`src/rtl/ptn_pkg.sv`:
```
package ptn_pkg;

    localparam int LVL_W   = 3;
    localparam int LVL_MAX = 4;

    typedef enum logic [LVL_W-1:0] {
        LV_L  = 3'd0,
        LV_ML = 3'd1,
        LV_M  = 3'd2,
        LV_MH = 3'd3,
        LV_H  = 3'd4
    } lvl_e;

    typedef enum logic [1:0] {
        ACT_NONE,
        ACT_LOCAL_GRANT,
        ACT_LOCAL_DENY,
        ACT_FORWARD
    } act_e;

    typedef enum logic [1:0] {
        ST_IDLE,
        ST_PEND,
        ST_BLOCK
    } st_e;

    // side: 0 = left, 1 = right
    typedef struct packed {
        logic valid;
        logic side;
        lvl_e lvl;
    } creq_t;

    function automatic lvl_e lvl_clip(input logic [LVL_W-1:0] v);
        if (int'(v) > LVL_MAX) return LV_H;
        return lvl_e'(v);
    endfunction

    function automatic lvl_e lvl_avg(input lvl_e a, input lvl_e b);
        logic [LVL_W:0] s;
        s = {1'b0, a} + {1'b0, b} + {{LVL_W{1'b0}}, 1'b1};
        return lvl_e'(s[LVL_W:1]);
    endfunction

endpackage

```
`src/rtl/ptn_req_pick.sv`:
```
module ptn_req_pick
    import ptn_pkg::*;
#(
    parameter int N_SIDE = 2
) (
    input  logic                       enable,
    input  logic [N_SIDE-1:0]          valid,
    input  logic [N_SIDE*LVL_W-1:0]    levels,
    output creq_t                      pick
);
    localparam int SEL_W = (N_SIDE > 1) ? $clog2(N_SIDE) : 1;

    // lowest index (left) wins
    logic [N_SIDE-1:0] higher_taken;
    logic [N_SIDE-1:0] grant_vec;

    genvar g;
    generate
        for (g = 0; g < N_SIDE; g++) begin : g_prio
            if (g == 0) begin : g_first
                assign higher_taken[g] = 1'b0;
            end else begin : g_rest
                assign higher_taken[g] = higher_taken[g-1] | valid[g-1];
            end
            assign grant_vec[g] = enable & valid[g] & ~higher_taken[g];
        end
    endgenerate

    always_comb begin
        logic [SEL_W-1:0] sel;
        sel = '0;
        for (int i = 0; i < N_SIDE; i++) begin
            if (grant_vec[i]) sel = SEL_W'(i);
        end
        pick.valid = |grant_vec;
        pick.side  = sel[0];
        pick.lvl   = lvl_clip(levels[int'(sel)*LVL_W +: LVL_W]);
    end

endmodule

```
`src/rtl/ptn_decide.sv`:
```
module ptn_decide
    import ptn_pkg::*;
(
    input  creq_t req,
    input  lvl_e  lvl_left,
    input  lvl_e  lvl_right,
    input  logic  split_on,
    output act_e  act,
    output lvl_e  new_mean
);
    lvl_e other_lvl;
    lvl_e nl, nr;
    lvl_e old_mean;

    always_comb begin
        other_lvl = req.side ? lvl_left : lvl_right;
        nl        = req.side ? lvl_left : req.lvl;
        nr        = req.side ? req.lvl  : lvl_right;
        old_mean  = lvl_avg(lvl_left, lvl_right);
        new_mean  = lvl_avg(nl, nr);

        if (!req.valid) begin
            act = ACT_NONE;
        end else if (req.lvl == LV_H && other_lvl == LV_H) begin
            act = ACT_LOCAL_DENY;
        end else if (split_on && !req.side && (req.lvl == LV_MH || req.lvl == LV_H)) begin
            act = ACT_LOCAL_DENY;
        end else if (new_mean == old_mean) begin
            act = ACT_LOCAL_GRANT;
        end else begin
            act = ACT_FORWARD;
        end
    end

endmodule

```
`src/rtl/ptn_level_store.sv`:
```
module ptn_level_store
    import ptn_pkg::*;
(
    input  logic clk,
    input  logic rst,
    input  logic idle,
    input  logic split_mode_en,
    input  logic commit,
    input  logic commit_side,
    input  lvl_e commit_lvl,
    output lvl_e lvl_left,
    output lvl_e lvl_right,
    output lvl_e node_lvl,
    output logic split_on
);
    always_ff @(posedge clk) begin
        if (rst) begin
            lvl_left  <= LV_L;
            lvl_right <= LV_L;
            split_on  <= 1'b0;
        end else begin
            if (commit) begin
                if (commit_side) lvl_right <= commit_lvl;
                else             lvl_left  <= commit_lvl;
                split_on <= 1'b0;
            end else if (idle) begin
                split_on <= split_mode_en && lvl_left == LV_L && lvl_right == LV_H;
            end
        end
    end

    assign node_lvl = lvl_avg(lvl_left, lvl_right);

    a_r10_never_both_high: assert property (@(posedge clk) disable iff (rst)
        !(lvl_left == LV_H && lvl_right == LV_H));

    a_r9_split_only_low_high: assert property (@(posedge clk) disable iff (rst)
        split_on |-> (lvl_left == LV_L && lvl_right == LV_H));

endmodule

```
`src/rtl/ptn_node.sv`:
```
module ptn_node
    import ptn_pkg::*;
(
    input  logic       clk,
    input  logic       rst,
    input  logic       split_mode_en,
    input  logic       l_req_valid,
    input  logic [2:0] l_req_level,
    output logic       l_resp_valid,
    output logic       l_resp_grant,
    input  logic       l_ack,
    input  logic       r_req_valid,
    input  logic [2:0] r_req_level,
    output logic       r_resp_valid,
    output logic       r_resp_grant,
    input  logic       r_ack,
    output logic       up_req_valid,
    output logic [2:0] up_req_level,
    input  logic       up_resp_valid,
    input  logic       up_resp_grant,
    output logic       up_ack,
    output logic [2:0] left_level,
    output logic [2:0] right_level,
    output logic [2:0] node_level,
    output logic       split_active
);
    st_e   st_q;
    logic  side_q;
    lvl_e  want_q;
    lvl_e  up_lvl_q;
    logic  grant_q;
    logic  l_resp_q, r_resp_q, up_ack_q;

    creq_t pick;
    act_e  act;
    lvl_e  new_mean;
    lvl_e  lvl_l, lvl_r, node_lvl;
    logic  split_on;
    logic  side_ack;
    logic  commit;

    ptn_req_pick #(.N_SIDE(2)) u_pick (
        .enable (st_q == ST_IDLE),
        .valid  ({r_req_valid, l_req_valid}),
        .levels ({r_req_level, l_req_level}),
        .pick   (pick)
    );

    ptn_decide u_decide (
        .req       (pick),
        .lvl_left  (lvl_l),
        .lvl_right (lvl_r),
        .split_on  (split_on),
        .act       (act),
        .new_mean  (new_mean)
    );

    assign side_ack = side_q ? r_ack : l_ack;
    assign commit   = (st_q == ST_BLOCK) && side_ack && grant_q;

    ptn_level_store u_store (
        .clk           (clk),
        .rst           (rst),
        .idle          (st_q == ST_IDLE),
        .split_mode_en (split_mode_en),
        .commit        (commit),
        .commit_side   (side_q),
        .commit_lvl    (want_q),
        .lvl_left      (lvl_l),
        .lvl_right     (lvl_r),
        .node_lvl      (node_lvl),
        .split_on      (split_on)
    );

    always_ff @(posedge clk) begin
        if (rst) begin
            st_q     <= ST_IDLE;
            side_q   <= 1'b0;
            want_q   <= LV_L;
            up_lvl_q <= LV_L;
            grant_q  <= 1'b0;
            l_resp_q <= 1'b0;
            r_resp_q <= 1'b0;
            up_ack_q <= 1'b0;
        end else begin
            l_resp_q <= 1'b0;
            r_resp_q <= 1'b0;
            up_ack_q <= 1'b0;
            unique case (st_q)
                ST_IDLE: begin
                    if (act != ACT_NONE) begin
                        side_q <= pick.side;
                        want_q <= pick.lvl;
                        if (act == ACT_FORWARD) begin
                            st_q     <= ST_PEND;
                            up_lvl_q <= new_mean;
                        end else begin
                            st_q     <= ST_BLOCK;
                            grant_q  <= (act == ACT_LOCAL_GRANT);
                            l_resp_q <= !pick.side;
                            r_resp_q <= pick.side;
                        end
                    end
                end
                ST_PEND: begin
                    if (up_resp_valid) begin
                        st_q     <= ST_BLOCK;
                        grant_q  <= up_resp_grant;
                        up_ack_q <= 1'b1;
                        l_resp_q <= !side_q;
                        r_resp_q <= side_q;
                    end
                end
                ST_BLOCK: begin
                    if (side_ack) st_q <= ST_IDLE;
                end
                default: st_q <= ST_IDLE;
            endcase
        end
    end

    assign l_resp_valid = l_resp_q;
    assign r_resp_valid = r_resp_q;
    assign l_resp_grant = grant_q;
    assign r_resp_grant = grant_q;
    assign up_req_valid = (st_q == ST_PEND);
    assign up_req_level = up_lvl_q;
    assign up_ack       = up_ack_q;
    assign left_level   = lvl_l;
    assign right_level  = lvl_r;
    assign node_level   = node_lvl;
    assign split_active = split_on;

    a_r4_up_req_held: assert property (@(posedge clk) disable iff (rst)
        (up_req_valid && !up_resp_valid) |=> (up_req_valid && $stable(up_req_level)));

    a_r5_up_ack_after_resp: assert property (@(posedge clk) disable iff (rst)
        up_ack |-> $past(up_resp_valid));

    a_r8_single_resp: assert property (@(posedge clk) disable iff (rst)
        !(l_resp_valid && r_resp_valid));

    a_r8_pend_frozen: assert property (@(posedge clk) disable iff (rst)
        up_req_valid |=> ($stable(left_level) && $stable(right_level)));

    a_r3_resp_waits_ack: assert property (@(posedge clk) disable iff (rst)
        (l_resp_valid || r_resp_valid) |=> ($stable(left_level) || $past(l_ack || r_ack)));

endmodule

```
`config.mk`:
```
export PLATFORM = sky130hd
export DESIGN_NAME = ptn_node
export DESIGN_NICKNAME = d
export VERILOG_FILES = /design/src/rtl/ptn_pkg.sv /design/src/rtl/ptn_req_pick.sv /design/src/rtl/ptn_decide.sv /design/src/rtl/ptn_level_store.sv /design/src/rtl/ptn_node.sv
export SDC_FILE = /design/constraint.sdc
export NUM_CORES = 1
export LEC_CHECK = 0
export BUFFER_PORTS_ARGS = -buffer_cell sky130_fd_sc_hd__buf_2
export CORE_MARGIN = 8
export CORE_UTILIZATION = 45
export CTS_CLUSTER_SIZE = 24
export DETAILED_ROUTE_END_ITERATION = 8
export GPL_TIMING_DRIVEN = 0
export PLACE_DENSITY = 0.78
export SLEW_MARGIN = 25
export SYNTH_ARGS = -nofsm -noshare
export SYNTH_HDL_FRONTEND = slang
export SYNTH_HIERARCHICAL = 1
export SYNTH_SLANG_ARGS = --single-unit
```
`constraint.sdc`:
```
create_clock -name clk -period 5.1 [get_ports clk]
set_input_delay 0.51 -clock clk [delete_from_list [all_inputs] [get_ports clk]]
set_output_delay 0.51 -clock clk [all_outputs]
set_load 0.05 [all_outputs]
```
==> results of run 1 <==
-- cells by family (layout without fill, tap and decap cells) --
logic type,after synthesis,count (layout),share of synthesized area [%]
AOI/OAI and AO/OA,28,28,13.8
xor gates and xnor gates,8,8,5.18
adders and majority gates,9,9,9.99
buffers and inverters,16,53,5.83
DFF,20,20,29.6
muxes,14,14,10.9
and+or+nand+nor,58,58,24.7
-- metrics by stage --
step	total power [uW]	instances	worst slack (ns)	utilization, %
5_1_grt	698	223	1.07	54.6
3_5_place_dp	527	219	1.36	52.8
6_report	653	223	1.32	54.6
4_1_cts	658	223	1.31	54.6
3_3_place_gp	522	219	1.37	52.8
2_1_floorplan	462	153	1.77	-
-- registers in the layout (all words and copies together) (netlist names) --
signal	cells
l_resp_grant	1
l_resp_valid	1
r_resp_valid	1
side_q	1
st_q	2
u_store/lvl_left	3
u_store/lvl_right	3
u_store/split_on	1
up_ack	1
up_req_level	3
want_q	3
-- placed cells by master (no fill, tap or decap), types with 3 or more instances in the layout --
cell	count
a21oi_1	8
a31oi_1	3
buf_2	33
clkbuf_4	3
dfxtp_1	20
fa_1	3
ha_1	6
inv_1	11
mux2i_1	11
nand2_1	9
nand2b_1	7
nand3_1	8
nor2_1	13
nor3_1	5
o21a_1	3
o21ai_0	6
xnor2_1	6
-- final cells by class --
type / instances / area share [%]
repair buffers: 33 / 10.2
multi-input cells: 117 / 54.2
clock buffers: 3 / 1.40
well taps: 33 / 2.56
flip-flops and latches: 20 / 24.8
plain buffers: 4 / 2.10
clock inverters: 1 / 1.86
inverters: 12 / 2.80
-- power breakdown --
part	internal, uW	switching (uW)
clock	79.5	49.3
combinational	126	193
sequential	182	23.3
total	387	266
-- layer usage --
metal / vias up / GRT usage (%)
met5: - / 0
li1: 617 / -
met4: 0 / 4.62
met2: 30 / 22.0
met3: 4 / 4.10
met1: 564 / 15.7
-- path summary, 6_finish.rpt --
| kind | start | depth (start not counted) | endpoint | slack [ns] |
|---|---|---|---|---|
| worst max-delay path | st_q[1] | 14 | l_resp_valid | 1.32 |
| worst min-delay path | want_q[2] | 2 | u_store/lvl_right[2] | 0.49 |
| worst max register to register | st_q[1] | 14 | l_resp_valid | 1.32 |
| worst min register to register | want_q[2] | 2 | u_store/lvl_right[2] | 0.49 |
-- worst min-delay path, delay by kind of cell (launching register included) --
kind / cells / cell delay [ns]
AO/OA/AOI/OAI: 1 / 0.05
AND/OR/NAND/NOR: 1 / 0.06
flip-flops: 1 / 0.34
==> flow_summary.yaml, run 1 <==
status:
  outcome: "complete, no violations"
cells_and_area:
  multi_input_area_sq_um: 873
  diodes: 0
  layout-drive-gt1-share_pct: 26.8
  fillers: 296
  area_growth_pct: 19.1
  fin_area_sq_mm: 0.00161
  regArea_sq_um: 400
  nets: 215
timing:
  whs_ns: 0.490
  clock.fmax_mhz: 265
  rsz0062_at_grt: "false"
  tightest_slew_ns: 0.973
  timing.slew.headroom_pct: 34.2
  setup_violations: 0
  maxSlewViolCount: 0
  tns_ns: 0
  hold_violations: 0
  min_period_ns: 3.78
  skew_ns: 0.00256
  fin_crit_sh_pct: 74.1
critical_path:
  cp_slowest_cell: "fa_1"
  worstPathMaxFanout: 11
  crit_path_end_kind: "flop"
  cp_common_cell: "xnor2_1"
  critPathArrivalTime_ns: 4.01
  cpPeakStageDelay_ns: 0.46
  start_kind: "flop"
  critPathKind: "reg2reg"
  cp_top_family: "compound AO/OA/AOI/OAI gates"
  worstPathCellList: "or2_1 > buf_6 > inv_2 > nand3b_4 > mux2i_1 > mux2i_1 > fa_1 > xnor2_1 > xnor2_1 > nand2_1 > o41a_1 > xnor2_1 > o32a_1 > nor3_1"
  required_ns: 5.33
  crit_buf_inv: 2
yosys:
  yosysTopAreaCellShare_pct: 29.6
  synthArstFlopShare_pct: 0
  ys_ff_latch: 20
  yosys_warnings: 6
  synth_cell_types: 41
  synth_edf_count: 0
  ys_seq_area_share_pct: 29.6
  avgSynthCellArea_sq_um: 8.84
  syn_nets: 177
  synth.most_common_cell: "dfxtp_1"
  synthTopCellsByArea: "dfxtp_1 (30%), mux2i_1 (8.1%), ha_1 (5.6%)"
  ys_top_cells_by_count: "dfxtp_1 (20), nor2_1 (13), inv_1 (11), mux2i_1 (11), nand2_1 (9)"
  synth_ff_type: "dfxtp_1"
  synth_area_sq_mm: 0.00135
  synth.largest_area_cell: "dfxtp_1"
  synthCells: 153
grt:
  grt_max_degree: 13
  grtUsageTotal_pct: 13.3
  grt_pass1_wl_um: 5460
  globalRouteOverflowTotal: 0
  antenna_found_initial: 0
  grt_pass1_vias: 1194
drt:
  top_layer_used: "met4"
  num_vias: 1215
  post_drt_wl_per_cell_um: 14.0
  wl_met1_um: 1440
  vias_per_cell: 5.45
  drc: 0
  dr.pass1.iters: 4
  wl_met2_um: 1450
  first_iter_violations: 68
  wl_um: 3130
  wl_met3_um: 212
  ant_nets: 0
die:
  start_util_pct: 45.8
  io-pin-count: 34
  chipWidth_um: 70.8
  rows: 20
  die_area_sq_mm: 0.00502
  core_sq_mm: 0.00295
  fp.dieH_um: 70.8
cts:
  cts_tree: "yes"
  cts_sinks: 20
  ctsResizeCount: 0
  clk_pin_slew_ns: 0.11
  cts_setup_buffers: 0
  cts_buffers: 3
  root_buffer: "clkbuf_4"
  cts_hold_buf: 0
  clkLatencyLatePin_ns: 0.30
  htree_levels: 1
  clockBufferDepth: 2
worst_hold_path:
  holdCritPathClass: "reg2reg"
power_and_ir_drop:
  ir_drop_mv: 0.312
  power_density_mw_per_mm2: 405
  p_leak_uw: 0.000750
placed_design:
  dpl_cell_area_sq_mm: 0.00156
  dp_hpwl_um: 2450
  gp_congestion: 0.819
  io_buffers: 33
run:
  cap_violations: 0
(Power assumes the default switching activity.)
==> inputs of run 2 (changes only) <==
==> constraint.sdc (replaced) <==
create_clock -name clk -period 3.9 [get_ports clk]
set_input_delay 0.39 -clock clk [delete_from_list [all_inputs] [get_ports clk]]
set_output_delay 0.39 -clock clk [all_outputs]
set_load 0.05 [all_outputs]
==> run 2 against run 1 <==
Effect of this change: power up 34%; final cell count unchanged; sequential share of layout area down 0.27 points; critical path type unchanged; critical endpoint unchanged; largest power group unchanged; highest routed layer unchanged.
==> flow_summary.yaml, run 2 (synthesis results as in run 1) <==
status:
  outcome: "complete, no violations"
cts:
  clkLatencyLatePin_ns: 0.30
  root_buffer: "clkbuf_4"
  cts_buffers: 3
  cts_setup_buffers: 0
  clockBufferDepth: 2
  htree_levels: 1
  clk_pin_slew_ns: 0.11
  cts_sinks: 20
  cts_tree: "yes"
timing:
  clock.fmax_mhz: 270
  min_period_ns: 3.71
  skew_ns: 0.00114
  fin_crit_sh_pct: 95.0
  tns_ns: 0
  maxSlewViolCount: 0
  whs_ns: 0.373
  setup_violations: 0
  tightest_slew_ns: 0.958
  hold_violations: 0
  timing.slew.headroom_pct: 35.3
cells_and_area:
  area_growth_pct: 20.4
  diodes: 0
  final_cell_mix: "buf_2 (33), dfxtp_1 (20), nor2_1 (13), inv_1 (11)"
  fin_area_sq_mm: 0.00163
  final_common_cell: "buf_2"
  fin_cells: 223
  layout-drive-gt1-share_pct: 28.4
  nets: 215
critical_path:
  start_kind: "flop"
  r2r_slack_ns: 0.19
  critPathKind: "reg2reg"
  required_ns: 4.13
  crit_path_end_kind: "flop"
  worstPathMaxFanout: 11
  critPathArrivalTime_ns: 3.94
placed_design:
  io_buffers: 33
  placedCellCount: 219
  gp_congestion: 0.819
  dpl_cell_area_sq_mm: 0.00156
  dp_hpwl_um: 2450
power_and_ir_drop:
  ir_drop_mv: 0.418
  power_density_mw_per_mm2: 536
  p_leak_uw: 0.000751
die:
  io-pin-count: 34
  fp.dieH_um: 70.8
  rows: 20
  chipWidth_um: 70.8
  start_util_pct: 45.8
  core_sq_mm: 0.00295
  die_area_sq_mm: 0.00502
drt:
  first_iter_violations: 68
  vias_per_cell: 5.48
  drc: 0
  dr.pass1.iters: 4
  post_drt_wl_per_cell_um: 14.3
  ant_nets: 0
  wl_um: 3190
  num_vias: 1221
run:
  cap_violations: 0
grt:
  grt_pass1_wl_um: 5460
  globalRouteOverflowTotal: 0
  grt_pass1_vias: 1194
  antenna_found_initial: 0
  grt_max_degree: 13
  grtUsageTotal_pct: 13.3
worst_hold_path:
  holdCritPathClass: "in2reg"
[run 2: what timing repair did]
| item | in CTS | in global routing |
|---|---|---|
| gates resized for setup | 0 | 4 |
| hold buffers | 0 | 0 |
| hold endpoints to repair | 0 | 0 |
| endpoints found under the setup margin | 0 | 11 |
[run 2: path summary, 6_finish.rpt]
check / startpoint / endpoint / cells past startpoint
worst max-delay path: st_q[1] / l_resp_valid / 15
worst min-delay path: up_resp_grant / l_resp_grant / 2
worst max register to register: st_q[1] / l_resp_valid / 15
worst min register to register: want_q[2] / u_store/lvl_right[2] / 2
[run 2: per-layer routing]
metal | GRT usage [%] | routed length, um | share of wire, % | vias to the layer above
met5 | 0 | 0 | 0 | -
met4 | 4.62 | 23 | 0.72 | 0
met3 | 4.10 | 184 | 5.8 | 4
met2 | 22.0 | 1490 | 47 | 33
met1 | 15.7 | 1480 | 47 | 565
li1 | - | - | - | 619
[run 2: area by class of cell]
cell class	instances	area, sq um
fill	294	1320
multi-input combinational	117	888
sequential	20	400
timing repair buffer	33	165
inverter	12	47.5
tap	33	41.3
buffer	4	33.8
clock inverter	1	30.0
clock buffer	3	22.5
[run 2: worst max-delay path, stage by stage, from the launching register on]
cell	delay, ns
dfxtp_1	0.39
or2_1	0.26
buf_6	0.14
inv_4	0.11
nand3b_4	0.12
inv_1	0.15
buf_6	0.16
mux2i_2	0.25
nor2b_1	0.19
fa_1	0.49
xnor2_1	0.19
nand2_1	0.11
o41a_1	0.44
xnor2_2	0.18
o32a_1	0.32
nor3_1	0.14
[run 2: power by group]
group	leakage, uW	internal [uW]	switching (uW)
registers	0.000162	237	30.5
logic	0.000561	174	261
clock network	0.0000279	104	65.7
total	0.000751	515	358
[run 2: through the flow]
stage	worst slack [ns]	power [uW]	util, %
6_report	0.193	872	55.2
5_1_grt	-0.0273	929	55.2
4_1_cts	0.112	861	54.6
3_5_place_dp	0.164	689	52.8
3_3_place_gp	0.168	683	52.8
2_1_floorplan	0.567	604	-
